<file path="config.mk">
export PLATFORM = sky130hd
export DESIGN_NAME = fifo_irq_unit
export DESIGN_NICKNAME = d
export VERILOG_FILES = /design/src/rtl/tfi_pkg.sv /design/src/rtl/tfi_fifo.sv /design/src/rtl/tfi_irq.sv /design/src/rtl/fifo_irq_unit.sv
export SDC_FILE = /design/constraint.sdc
export NUM_CORES = 1
export LEC_CHECK = 0
export ABC_AREA = 1
export BUFFER_PORTS_ARGS = -buffer_cell sky130_fd_sc_hd__buf_2
export CAP_MARGIN = 10
export CORE_UTILIZATION = 30
export DETAILED_ROUTE_END_ITERATION = 6
export PLACE_DENSITY = 0.44
export SYNTH_ARGS = -nofsm -noshare
export SYNTH_HDL_FRONTEND = slang
export SYNTH_SLANG_ARGS = --single-unit
</file>
<file path="constraint.sdc">
create_clock -name clk -period 5.2 [get_ports clk]
set_input_delay 1.56 -clock clk [delete_from_list [all_inputs] [get_ports clk]]
set_output_delay 1.56 -clock clk [all_outputs]
set_load 0.02 [all_outputs]
</file>
<file path="src/rtl/tfi_pkg.sv">
package tfi_pkg;

   localparam int REG_W  = 32;
   localparam int ADDR_W = 4;

   typedef enum logic [ADDR_W-1:0] {
      A_CTRL   = 4'd0,
      A_TXTHR  = 4'd1,
      A_RXTHR  = 4'd2,
      A_TXDATA = 4'd3,
      A_RXDATA = 4'd4,
      A_RAW    = 4'd5,
      A_MASK   = 4'd6,
      A_MASKED = 4'd7,
      A_CLEAR  = 4'd8,
      A_LEVEL  = 4'd9
   } reg_idx_e;

   // status bit positions (software decodes these)
   localparam int B_TX_EMPTY = 0;
   localparam int B_TX_LOW   = 1;
   localparam int B_TX_FULL  = 2;
   localparam int B_TX_OVR   = 3;
   localparam int B_RX_EMPTY = 4;
   localparam int B_RX_HIGH  = 5;
   localparam int B_RX_FULL  = 6;
   localparam int B_DONE     = 19;
   localparam int B_ARB      = 24;
   localparam int B_BERR     = 25;
   localparam int B_DONE_NS  = 28;

   localparam logic [REG_W-1:0] LEVEL_BITS  = 32'h0000_0077;
   localparam logic [REG_W-1:0] STICKY_BITS = 32'h1308_0008;
   localparam logic [REG_W-1:0] CLEARABLE   = 32'h131F_007F;
   localparam logic [REG_W-1:0] IMPL_BITS   = LEVEL_BITS | STICKY_BITS;

   localparam int LEVEL_RX_LSB = 16;

endpackage

</file>
<file path="src/rtl/tfi_fifo.sv">
module tfi_fifo #(
   parameter int DATA_W       = 8,
   parameter int DEPTH        = 16,
   parameter int FLUSH_CYCLES = 4,
   parameter bit NEAR_HIGH    = 1'b0,
   localparam int AW = $clog2(DEPTH),
   localparam int CW = AW + 1
) (
   input  logic              clk,
   input  logic              rst_n,
   input  logic              push,
   input  logic [DATA_W-1:0] push_data,
   input  logic              pop,
   input  logic              flush_req,
   input  logic [AW-1:0]     thr,
   output logic [DATA_W-1:0] head,
   output logic [CW-1:0]     count,
   output logic              empty,
   output logic              full,
   output logic              near,
   output logic              flushing
);

   localparam int FW = $clog2(FLUSH_CYCLES + 1);

   if ((1 << AW) != DEPTH || DEPTH < 2) begin : g_bad_depth
      $error("tfi_fifo: DEPTH must be a power of two, at least 2");
   end
   if (FLUSH_CYCLES < 2) begin : g_bad_flush
      $error("tfi_fifo: FLUSH_CYCLES must be at least 2");
   end

   logic [DATA_W-1:0] mem [DEPTH];
   logic [AW-1:0]     wr_ptr, rd_ptr;
   logic [FW-1:0]     fl_cnt;
   logic              do_push, do_pop, fl_end;

   assign empty   = (count == '0);
   assign full    = (count == CW'(DEPTH));
   assign do_push = push && !full && !flushing;
   assign do_pop  = pop && !empty && !flushing;
   assign fl_end  = flushing && (fl_cnt == '0);
   assign head    = mem[rd_ptr];

   if (NEAR_HIGH) begin : g_near_high
      assign near = (count >= CW'(thr));
   end else begin : g_near_low
      assign near = (count <= CW'(thr));
   end

   always_ff @(posedge clk) begin
      if (do_push) mem[wr_ptr] <= push_data;
   end

   always_ff @(posedge clk or negedge rst_n) begin
      if (!rst_n) begin
         wr_ptr   <= '0;
         rd_ptr   <= '0;
         count    <= '0;
         flushing <= 1'b0;
         fl_cnt   <= '0;
      end else if (fl_end) begin
         wr_ptr   <= '0;
         rd_ptr   <= '0;
         count    <= '0;
         flushing <= 1'b0;
      end else begin
         if (do_push) wr_ptr <= wr_ptr + 1'b1;
         if (do_pop)  rd_ptr <= rd_ptr + 1'b1;
         case ({do_push, do_pop})
            2'b10:   count <= count + 1'b1;
            2'b01:   count <= count - 1'b1;
            default: count <= count;
         endcase
         if (flushing) begin
            fl_cnt <= fl_cnt - 1'b1;
         end else if (flush_req) begin
            flushing <= 1'b1;
            fl_cnt   <= FW'(FLUSH_CYCLES - 1);
         end
      end
   end

endmodule

</file>
<file path="src/rtl/tfi_irq.sv">
module tfi_irq
   import tfi_pkg::*;
(
   input  logic             clk,
   input  logic             rst_n,
   input  logic [REG_W-1:0] level_in,
   input  logic [REG_W-1:0] event_in,
   input  logic             mask_we,
   input  logic             clr_we,
   input  logic [REG_W-1:0] wdata,
   output logic [REG_W-1:0] raw,
   output logic [REG_W-1:0] mask,
   output logic [REG_W-1:0] masked,
   output logic             irq
);

   logic [REG_W-1:0] flags;
   logic [REG_W-1:0] clr_vec;

   assign clr_vec = clr_we ? (wdata & CLEARABLE) : '0;

   // a set in the same cycle as a clear wins
   always_ff @(posedge clk or negedge rst_n) begin
      if (!rst_n) begin
         flags <= '0;
         mask  <= '0;
      end else begin
         flags <= ((flags & ~clr_vec) | event_in) & STICKY_BITS;
         if (mask_we) mask <= wdata & IMPL_BITS;
      end
   end

   assign raw    = (level_in & LEVEL_BITS) | flags;
   assign masked = raw & mask;
   assign irq    = |masked;

endmodule

</file>
<file path="src/rtl/fifo_irq_unit.sv">
module fifo_irq_unit
   import tfi_pkg::*;
#(
   parameter int DATA_W       = 8,
   parameter int DEPTH        = 16,
   parameter int FLUSH_CYCLES = 4
) (
   input  logic              clk,
   input  logic              rst_n,
   input  logic              reg_we,
   input  logic              reg_re,
   input  logic [3:0]        reg_addr,
   input  logic [31:0]       reg_wdata,
   output logic [31:0]       reg_rdata,
   input  logic              tx_pop,
   output logic [DATA_W-1:0] tx_byte,
   output logic              tx_is_empty,
   input  logic              rx_push,
   input  logic [DATA_W-1:0] rx_byte,
   output logic              rx_is_full,
   input  logic              evt_done,
   input  logic              evt_done_nostop,
   input  logic              evt_arb_lost,
   input  logic              evt_bus_err,
   output logic              irq
);

   localparam int AW = $clog2(DEPTH);
   localparam int CW = AW + 1;

   if (DATA_W < 1 || DATA_W > REG_W) begin : g_bad_width
      $error("fifo_irq_unit: DATA_W must be 1..32");
   end
   if (CW > LEVEL_RX_LSB) begin : g_bad_level
      $error("fifo_irq_unit: DEPTH too large for the level word");
   end

   logic              wr_ctrl, wr_txthr, wr_rxthr, wr_txd, rd_rxd;
   logic [AW-1:0]     tx_thr_q, rx_thr_q;
   logic [CW-1:0]     tx_cnt, rx_cnt;
   logic              tx_full, tx_low, tx_flushing;
   logic              rx_empty, rx_high, rx_flushing;
   logic [DATA_W-1:0] rx_head;
   logic              tx_ovr;
   logic [REG_W-1:0]  lvl_vec, evt_vec, raw, mask_q, masked;

   assign wr_ctrl  = reg_we && (reg_addr == A_CTRL);
   assign wr_txthr = reg_we && (reg_addr == A_TXTHR);
   assign wr_rxthr = reg_we && (reg_addr == A_RXTHR);
   assign wr_txd   = reg_we && (reg_addr == A_TXDATA);
   assign rd_rxd   = reg_re && (reg_addr == A_RXDATA);

   always_ff @(posedge clk or negedge rst_n) begin
      if (!rst_n) begin
         tx_thr_q <= '0;
         rx_thr_q <= '0;
      end else begin
         if (wr_txthr) tx_thr_q <= reg_wdata[AW-1:0];
         if (wr_rxthr) rx_thr_q <= reg_wdata[AW-1:0];
      end
   end

   tfi_fifo #(
      .DATA_W(DATA_W), .DEPTH(DEPTH), .FLUSH_CYCLES(FLUSH_CYCLES), .NEAR_HIGH(1'b0)
   ) u_tx (
      .clk       (clk),
      .rst_n     (rst_n),
      .push      (wr_txd),
      .push_data (reg_wdata[DATA_W-1:0]),
      .pop       (tx_pop),
      .flush_req (wr_ctrl && reg_wdata[0]),
      .thr       (tx_thr_q),
      .head      (tx_byte),
      .count     (tx_cnt),
      .empty     (tx_is_empty),
      .full      (tx_full),
      .near      (tx_low),
      .flushing  (tx_flushing)
   );

   tfi_fifo #(
      .DATA_W(DATA_W), .DEPTH(DEPTH), .FLUSH_CYCLES(FLUSH_CYCLES), .NEAR_HIGH(1'b1)
   ) u_rx (
      .clk       (clk),
      .rst_n     (rst_n),
      .push      (rx_push),
      .push_data (rx_byte),
      .pop       (rd_rxd),
      .flush_req (wr_ctrl && reg_wdata[1]),
      .thr       (rx_thr_q),
      .head      (rx_head),
      .count     (rx_cnt),
      .empty     (rx_empty),
      .full      (rx_is_full),
      .near      (rx_high),
      .flushing  (rx_flushing)
   );

   // a write that finds the transmit side full is lost and flagged
   assign tx_ovr = wr_txd && tx_full && !tx_flushing;

   always_comb begin
      lvl_vec             = '0;
      lvl_vec[B_TX_EMPTY] = tx_is_empty;
      lvl_vec[B_TX_LOW]   = tx_low;
      lvl_vec[B_TX_FULL]  = tx_full;
      lvl_vec[B_RX_EMPTY] = rx_empty;
      lvl_vec[B_RX_HIGH]  = rx_high;
      lvl_vec[B_RX_FULL]  = rx_is_full;
      evt_vec             = '0;
      evt_vec[B_TX_OVR]   = tx_ovr;
      evt_vec[B_DONE]     = evt_done;
      evt_vec[B_DONE_NS]  = evt_done_nostop;
      evt_vec[B_ARB]      = evt_arb_lost;
      evt_vec[B_BERR]     = evt_bus_err;
   end

   tfi_irq u_irq (
      .clk      (clk),
      .rst_n    (rst_n),
      .level_in (lvl_vec),
      .event_in (evt_vec),
      .mask_we  (reg_we && (reg_addr == A_MASK)),
      .clr_we   (reg_we && (reg_addr == A_CLEAR)),
      .wdata    (reg_wdata),
      .raw      (raw),
      .mask     (mask_q),
      .masked   (masked),
      .irq      (irq)
   );

   always_comb begin
      reg_rdata = '0;
      case (reg_addr)
         A_CTRL:   reg_rdata = {30'd0, rx_flushing, tx_flushing};
         A_TXTHR:  reg_rdata = REG_W'(tx_thr_q);
         A_RXTHR:  reg_rdata = REG_W'(rx_thr_q);
         A_RXDATA: reg_rdata = REG_W'(rx_head);
         A_RAW:    reg_rdata = raw;
         A_MASK:   reg_rdata = mask_q;
         A_MASKED: reg_rdata = masked;
         A_LEVEL: begin
            reg_rdata[CW-1:0]                       = tx_cnt;
            reg_rdata[LEVEL_RX_LSB+CW-1:LEVEL_RX_LSB] = rx_cnt;
         end
         default:  reg_rdata = '0;
      endcase
   end

endmodule

</file>
---- After elaboration in Yosys (flattened, before gate mapping) ----
Memories as Yosys holds them, arrays and structs flattened.
Index checks and enable logic that the tools add are counted.
cells by class
  order comparisons ....................... 2
  multiplexer cells ....................... 31
  div/mod/pow operators ................... 0
  shift operators ......................... 0
  bitwise operators ....................... 7
  $add $sub $neg .......................... 10
  multiply operators ...................... 0
  reductions and logical operators ........ 43
  equality and inequality tests ........... 15
operators by type and width
  kind                 number
  $and 29x29->29       2
  $pmux 11 s4          1
  $pmux 5 s8           1
  $pmux 11 s3          1
  $mux 4               8
  $reduce_or 32->1     1
  $mux 29              1
  $not 29->29          1
  $or 29x29->29        1
  $or 7x29->29         1
  $logic_and 1x1->1    21
  $pmux 5 s2           2
  $pmux 5 s4           1
  $add 4x1->4 const B  4
  $eq 4x3->1 const B   4
  $mux 3               4
  $reduce_bool 2->1    6
  $add 5x1->5 const B  2
  $eq 5x5->1 const B   2
  $logic_not 5->1      2
  $mux 1               10
  $mux 5               2
  $sub 5x1->5 const B  2
  $eq 4x2->1 const B   2
  13 further kinds     26
word-level totals
  bits in registers ....................... 58
  latch bits .............................. 0
  output and inout bits ................... 43
  memories kept ........................... 2
  bits of input ports ..................... 54
  memory bits (read-only) ................. 0
  bits in writable memories ............... 256
memories
  memory    depth  width  rd ports  clocked after Yosys merged registers in  write ports  RTL line        source
  u_rx.mem  16     8      1         0                                        1            tfi_fifo.sv:33  logic [DATA_W-1:0] mem [DEPTH];
  u_tx.mem  16     8      1         0                                        1            tfi_fifo.sv:33

---- Longest topological paths before layout ----
Gate-level depths: netlist of the first run.
  word-level depth ........................ 7
  gate-level depth with buffers ........... 17
  gate-level depth less buffers ........... 17

---- Cells and area by module ----
A second synthesis of the first run with hierarchy kept.
second synthesis, totals
  cell total of the unflattened synthesis .. 1,460
  area, all modules ....................... 15,050.7 um^2
by module, submodules not included
  module           times used  sequential area each (um^2)  area each (um^2)  cells each
  tfi_fifo (u_tx)  1           4,269.1                      6,283.5           531
  tfi_fifo (u_rx)  1           4,269.1                      6,227.2           530
  fifo_irq_unit    1           200.2                        1,271.2           260
  tfi_irq          1           400.4                        1,268.7           139

---- Worst setup path after synthesis of the first run ----
No wires, ideal clock.
  path type ............................... input -> output
  start ................................... input reg_addr[3]
  end ..................................... output reg_rdata[19]
  path buffers ............................ 1
  arrival ................................. 2.426 ns
  data required time ...................... 3.640 ns
  slack ................................... 1.214 ns
  stages on the path ...................... 6
  cells stage by stage .................... inv_1 > nand2_2 > nor2_1 > inv_1 > buf_2 > o2111ai_1
on the way
  word-level cells in the longest chain between the ends .. 2
  elaborated cells between the ends (all ways) .. 5
  those cells by class .................... eq/ne (4); mux (1)
RTL lines
  what                                             RTL line              source
  start, declared                                  fifo_irq_unit.sv:12   input logic [3:0] reg_addr,
  $eq 4x4->1 / $eq 4x3->1 (equally long branches)  fifo_irq_unit.sv:134  case (reg_addr)
  $pmux 5 s4 *                                     fifo_irq_unit.sv:134
  end, declared                                    fifo_irq_unit.sv:14   output logic [31:0] reg_rdata,
Every way passes the cells marked *; elsewhere a longest branch is shown, timed or not.

---- Final worst setup path of the first run ----
  start ................................... input reg_addr[3]
  end ..................................... output reg_rdata[0]
on the way
  word-level cells in the longest chain between the ends .. 2
  elaborated cells between the ends (all ways) .. 9
  those cells by class .................... eq/ne (7); mux (1); reduce/logical (1)
RTL lines
  what                                RTL line
  $eq 4x4->1 (tied with other cells)  fifo_irq_unit.sv:134
  $pmux 5 s8 *                        fifo_irq_unit.sv:134
Marked as above.

==> impl_metrics.env, run 1 <==
export IMPL_fmax_mhz=217
export IMPL_final_max_slew_viol_count=0
export IMPL_hold_slack_ns=0.491
export IMPL_postCtsSetupBuffers=0
export IMPL_power_frac_clock_pct=31.1
export IMPL_synth_warnings=0
export IMPL_p_sw_uw=2960
export IMPL_ys_seq_area_share_pct=64.1
export IMPL_min_path_type="flop to flop"
export IMPL_die_y_um=220
export IMPL_dieArea_um2=48400
export IMPL_finalWorstSetupSlack_ns=0.582
export IMPL_finClkSkew_ns=0.0302
export IMPL_hold_buffers=0
export IMPL_rows=79
export IMPL_relSlewSlack_pct=36.7
export IMPL_area_growth_pct=13.9
export IMPL_intPower_uw=5100
export IMPL_layout_common_cells="nand2_1 (392), edfxtp_1 (256), nor2_1 (149), nand3_1 (115), inv_1 (111)"
export IMPL_hpwl_um=23600
export IMPL_rsz0062_at_grt="false"
export IMPL_cts_buffers=37
export IMPL_multiInputGateArea_um2=4310
export IMPL_cts_tree="built"
export IMPL_worstPathArrival_ns=3.06
export IMPL_p_total_uw=8060
export IMPL_clk_latency_ns=0.57
export IMPL_peakVddDrop_mv=0.291
export IMPL_p_comb_share_pct=29.4
export IMPL_clk_pin_slew_ns=0.06
export IMPL_outcome="finished with violations"
export IMPL_synth_async_reset_ratio_pct=18.5
export IMPL_wl_per_cell_um=17.7
export IMPL_cts_sinks=314
export IMPL_grtUsageTotal_pct=15.6
export IMPL_setup_tns_ns=0
export IMPL_p_per_area_nw_per_um2=496
export IMPL_synth_edf_count=256
export IMPL_grt_pass1_vias=9373
export IMPL_vias=9650
export IMPL_p_leak_uw=0.00650
export IMPL_drt_iter0_drc=638
export IMPL_nFillCells=4773
export IMPL_grt_remaining_overflow=0
export IMPL_fin_crit_ns=4.62
export IMPL_avgViaCountPerCell=4.61
export IMPL_fin_nets=1546
export IMPL_grt_max_degree=75
export IMPL_antenna_left=0
export IMPL_die_w_um=220
export IMPL_fin_util_pct=34.8
export IMPL_final_common_cell="nand2_1"
export IMPL_antenna_cells=0
export IMPL_cp_start_kind="input pin"
export IMPL_required_ns=3.64
export IMPL_p_seq_share_pct=39.5
export IMPL_pre_cts_slack_ns=0.612
export IMPL_drive_gt1_share_pct=9.75
export IMPL_worst_pin_slew_ns=0.945
export IMPL_avgSynthCellArea_um2=10.1
export IMPL_path_max_fanout=11
export IMPL_num_io_pins=97
export IMPL_htreeDepth=2
export IMPL_ys_ff_latch=314
export IMPL_drc=8
export IMPL_drv_cap=0
export IMPL_violations="design-rule violations"
export IMPL_sw_frac_of_total_pct=36.7
export IMPL_coreArea_um2=46700
export IMPL_start_util_pct=30.5
export IMPL_cts_buffer_depth=3
export IMPL_root_buffer="clkbuf_16"
export IMPL_ctsResizeCount=0
export IMPL_syn_inst=1404
export IMPL_critPathCaptureType="primary output"
export IMPL_ff_latch_area_um2=9140
export IMPL_period_share_pct=88.8
export IMPL_drt_wl_total_um=37000
export IMPL_first_pass_iters=7
export IMPL_setup_viol=0
export IMPL_syn_cell_area_um2=14200
export IMPL_synth_main_ff_cell="edfxtp_1"
export IMPL_port_buffers=60
export IMPL_hold_viol_final=0
export IMPL_grt_pass1_wl_um=56600
export IMPL_synth_cell_types=43
export IMPL_place_gp_congestion=0.774
export IMPL_antenna_found_initial=0
export IMPL_crit_type="input pin to primary output"
-- stage by stage --
step	instance area (um2)	std cells
6_report	16200	2094
2_1_floorplan	14300	1419
3_3_place_gp	15100	2031
3_5_place_dp	15100	2031
5_1_grt	16200	2094
4_1_cts	16200	2094
-- layout make-up --
| type | count | share of cell area [%] |
|---|---|---|
| inverter | 123 | 2.86 |
| clock buffer | 44 | 5.87 |
| clock inverter | 19 | 1.32 |
| sequential | 314 | 56.3 |
| multi-input combinational | 915 | 26.6 |
| timing repair buffer | 72 | 2.40 |
| tap | 607 | 4.68 |
-- state kept, by name, indices dropped and copies added, names as in the netlist --
signal         flops
u_irq.flags        5
u_tx.mem         128
u_rx.flushing      1
u_rx.rd_ptr        4
u_rx.mem         128
u_tx.flushing      1
rx_thr_q           4
u_tx.count         5
u_rx.wr_ptr        4
u_tx.wr_ptr        4
tx_thr_q           4
u_rx.count         5
u_tx.rd_ptr        4
u_irq.mask        11
u_rx.fl_cnt        3
u_tx.fl_cnt        3
-- synth_stat cells, types with 14 or more instances --
cell	instances	area share, %
dfrtp_1	58	10
buf_2	27	0.95
nand3_1	115	4.0
nand2_1	392	10
buf_4	25	1.3
nor2_1	149	3.9
edfxtp_1	256	54
ha_1	29	2.5
o21ai_0	98	3.4
o211ai_1	14	0.74
nand4_1	15	0.66
a21oi_1	27	0.95
inv_1	112	3.0
-- kinds of logic (layout without fill, tap and decap cells) --
kind of cell             Yosys count  count (layout)  synth area share [%]
flip-flops                       314             314                  64.1
multiplexers                       1               1                0.0790
AO/OA/AOI/OAI                    167             167                  6.39
XOR/XNOR                          10              10                 0.615
adder cells (fa/ha/maj)           29              29                  2.55
other                              1              16                0.0263
AND/OR/NAND/NOR                  692             692                  20.2
buffers and inverters            190             258                  5.98
-- power by group through the flow --
stage               combinational [uW]  sequential (uW)  clock [uW]
finish                            2370             3180        2500
floorplan                         1790             3120           0
global route                      2710             3220        2680
CTS                               2420             3190        2580
detailed placement                2410             3230           0
global placement                  2390             3230           0
-- routing by layer --
metal	wire [um]	share of wire, %	global-route usage, %	up-vias
li1	-	-	-	4805
met1	17600	47	21.4	4614
met2	17200	46	25.0	174
met3	1220	3.3	2.44	57
met4	1030	2.8	5.70	0
met5	0	0	0	-
-- final timing paths --
path	slack [ns]	to	start	cells past startpoint
setup / recovery	0.58	reg_rdata[0]	reg_addr[3]	9
hold / removal	0.49	rx_thr_q[2]$_DFFE_PN0P_	rx_thr_q[2]$_DFFE_PN0P_	2
setup reg to reg	2.60	u_tx.mem[4][5]$_DFFE_PP_	u_tx.count[3]$_DFFE_PN0P_	6
hold reg to reg	0.49	rx_thr_q[2]$_DFFE_PN0P_	rx_thr_q[2]$_DFFE_PN0P_	2
max in group asynchronous	3.34	u_rx.rd_ptr[0]$_DFFE_PN0P_	rst_n	2
min in group asynchronous	0.84	u_tx.wr_ptr[1]$_DFFE_PN0P_	rst_n	1
-- worst max-delay path, stage by stage --
cell,delay [ns]
buf_2,0.10
inv_1,0.07
nand2_2,0.12
nor2_1,0.05
inv_1,0.32
nor2_1,0.09
nor3_1,0.38
nand2_1,0.17
buf_2,0.19
Power figures use the tool's default switching activity.
==> inputs of run 2 (changes only) <==
--- a/constraint.sdc
+++ b/constraint.sdc
@@ -3,2 +3,2 @@
 set_output_delay 1.56 -clock clk [all_outputs]
-set_load 0.02 [all_outputs]
+set_load 0.05 [all_outputs]
==> run 2 against run 1 <==
- critical path depth rose by 1
- via count rose by 0.21%
- critical path type unchanged
- the run still ends with design-rule violations left
- power rose by 2.7%
==> impl_metrics.env, run 2 (synthesis results as in run 1) <==
export IMPL_cts_buffers=37
export IMPL_grt_pass1_wl_um=56700
export IMPL_rows=79
export IMPL_num_io_pins=97
export IMPL_r2r_cells=15
export IMPL_clk_latency_ns=0.55
export IMPL_grtUsageTotal_pct=15.6
export IMPL_hold_viol_final=0
export IMPL_antenna_left=0
export IMPL_worst_pin_slew_ns=1.00
export IMPL_htreeDepth=2
export IMPL_area_growth_pct=13.8
export IMPL_rsz0062_at_grt="false"
export IMPL_min_to="u_irq.mask[24]$_DFFE_PN0P_"
export IMPL_grt_remaining_overflow=0
export IMPL_nFillCells=4781
export IMPL_min_delay_path_depth=2
export IMPL_drc=16
export IMPL_vias=9670
export IMPL_antenna_found_initial=0
export IMPL_clk_pin_slew_ns=0.05
export IMPL_r2r_setup_slack_ns=2.53
export IMPL_die_w_um=220
export IMPL_pre_cts_slack_ns=0.549
export IMPL_root_buffer="clkbuf_16"
export IMPL_hold_path_startpoint="u_irq.mask[24]$_DFFE_PN0P_"
export IMPL_finClkSkew_ns=0.0260
export IMPL_min_path_type="flop to flop"
export IMPL_cts_tree="built"
export IMPL_cts_sinks=314
export IMPL_p_leak_uw=0.00650
export IMPL_die_y_um=220
export IMPL_port_buffers=60
export IMPL_final_max_slew_viol_count=0
export IMPL_fmax_mhz=215
export IMPL_p_per_area_nw_per_um2=511
export IMPL_outcome="finished with violations"
export IMPL_violations="design-rule violations"
export IMPL_setup_tns_ns=0
export IMPL_drv_cap=0
export IMPL_hpwl_um=23500
export IMPL_critPathCaptureType="primary output"
export IMPL_crit_type="input pin to primary output"
export IMPL_relSlewSlack_pct=33.3
export IMPL_grt_max_degree=75
export IMPL_place_gp_congestion=0.785
export IMPL_peakVddDrop_mv=0.266
export IMPL_drive_gt1_share_pct=9.67
export IMPL_finalWorstSetupSlack_ns=0.557
export IMPL_required_ns=3.64
export IMPL_cts_buffer_depth=3
export IMPL_drt_iter0_drc=566
export IMPL_wl_per_cell_um=17.6
export IMPL_worstPathArrival_ns=3.08
export IMPL_ctsResizeCount=0
export IMPL_cp_start_kind="input pin"
export IMPL_first_pass_iters=7
export IMPL_avgViaCountPerCell=4.61
export IMPL_dieArea_um2=48400
export IMPL_fin_nets=1545
export IMPL_setup_viol=0
export IMPL_largestRegisters="u_rx.mem: 128 flops, u_tx.mem: 128 flops, u_irq.mask: 11 flops"
export IMPL_hold_buffers=0
export IMPL_drt_wl_total_um=37000
export IMPL_coreArea_um2=46700
export IMPL_path_max_fanout=6
export IMPL_postCtsSetupBuffers=0
export IMPL_final_common_cell="nand2_1"
export IMPL_start_util_pct=30.5
export IMPL_fin_crit_ns=4.64
export IMPL_layout_common_cells="nand2_1 (392), edfxtp_1 (256), nor2_1 (149), nand3_1 (115), inv_1 (111)"
export IMPL_period_share_pct=89.3
export IMPL_reg2reg_to="u_tx.count[4]$_DFFE_PN0P_"
export IMPL_grt_pass1_vias=9291
export IMPL_r2r_start="u_tx.count[3]$_DFFE_PN0P_"
## run 2: how the worst max path moves through the flow
stage	start	end	slack, ns	cells after the start
after floorplan	reg_addr[3]	reg_rdata[19]	0.79	6
after global placement	reg_addr[3]	reg_rdata[3]	0.55	10
after detailed placement	reg_addr[3]	reg_rdata[3]	0.55	10
after CTS	reg_addr[3]	reg_rdata[3]	0.54	10
after global routing	reg_addr[3]	reg_rdata[3]	0.45	10
final	reg_addr[3]	reg_rdata[3]	0.56	10
## run 2: report_power, final
part	internal, uW	switching, uW
Sequential	2960	229
Combinational	713	1870
Clock	1470	1040
## run 2: cell type report
class	instances	area (um2)	share of cell area (%)
repair buffers	71	383	2.36
well taps	607	759	4.69
clock inverters	19	181	1.12
flip-flops and latches	314	9140	56.4
inverters	123	464	2.86
multi-input cells	915	4310	26.6
clock buffers	47	963	5.94
diodes	1	2.50	0.0154
## run 2: through the flow
stage,instance area [um2],power [uW],utilization (%),hold WS [ns],instances
after floorplan,14300,5120,-,0.453,1419
after global placement,15100,5850,32.3,0.479,2030
after detailed placement,15100,5860,32.3,0.488,2030
after CTS,16200,8400,34.7,0.501,2096
after global routing,16200,8820,34.7,0.534,2096
final,16200,8280,34.7,0.508,2097
## run 2: per-layer routing
| layer | up-vias | GRT usage [%] | wire (um) |
|---|---|---|---|
| met2 | 178 | 25.3 | 17100 |
| li1 | 4816 | - | - |
| met5 | - | 0 | 0 |
| met1 | 4627 | 21.4 | 17700 |
| met4 | 0 | 4.74 | 806 |
| met3 | 49 | 2.51 | 1420 |
## run 2: critical path, cell delays in order
cell and delay, ns:
buf_2 0.10, inv_1 0.09, nand2_2 0.10, nor2_1 0.39
buf_4 0.23, nand2_1 0.05, nand4_1 0.08, nor2_1 0.08
nand2_1 0.12, buf_2 0.27
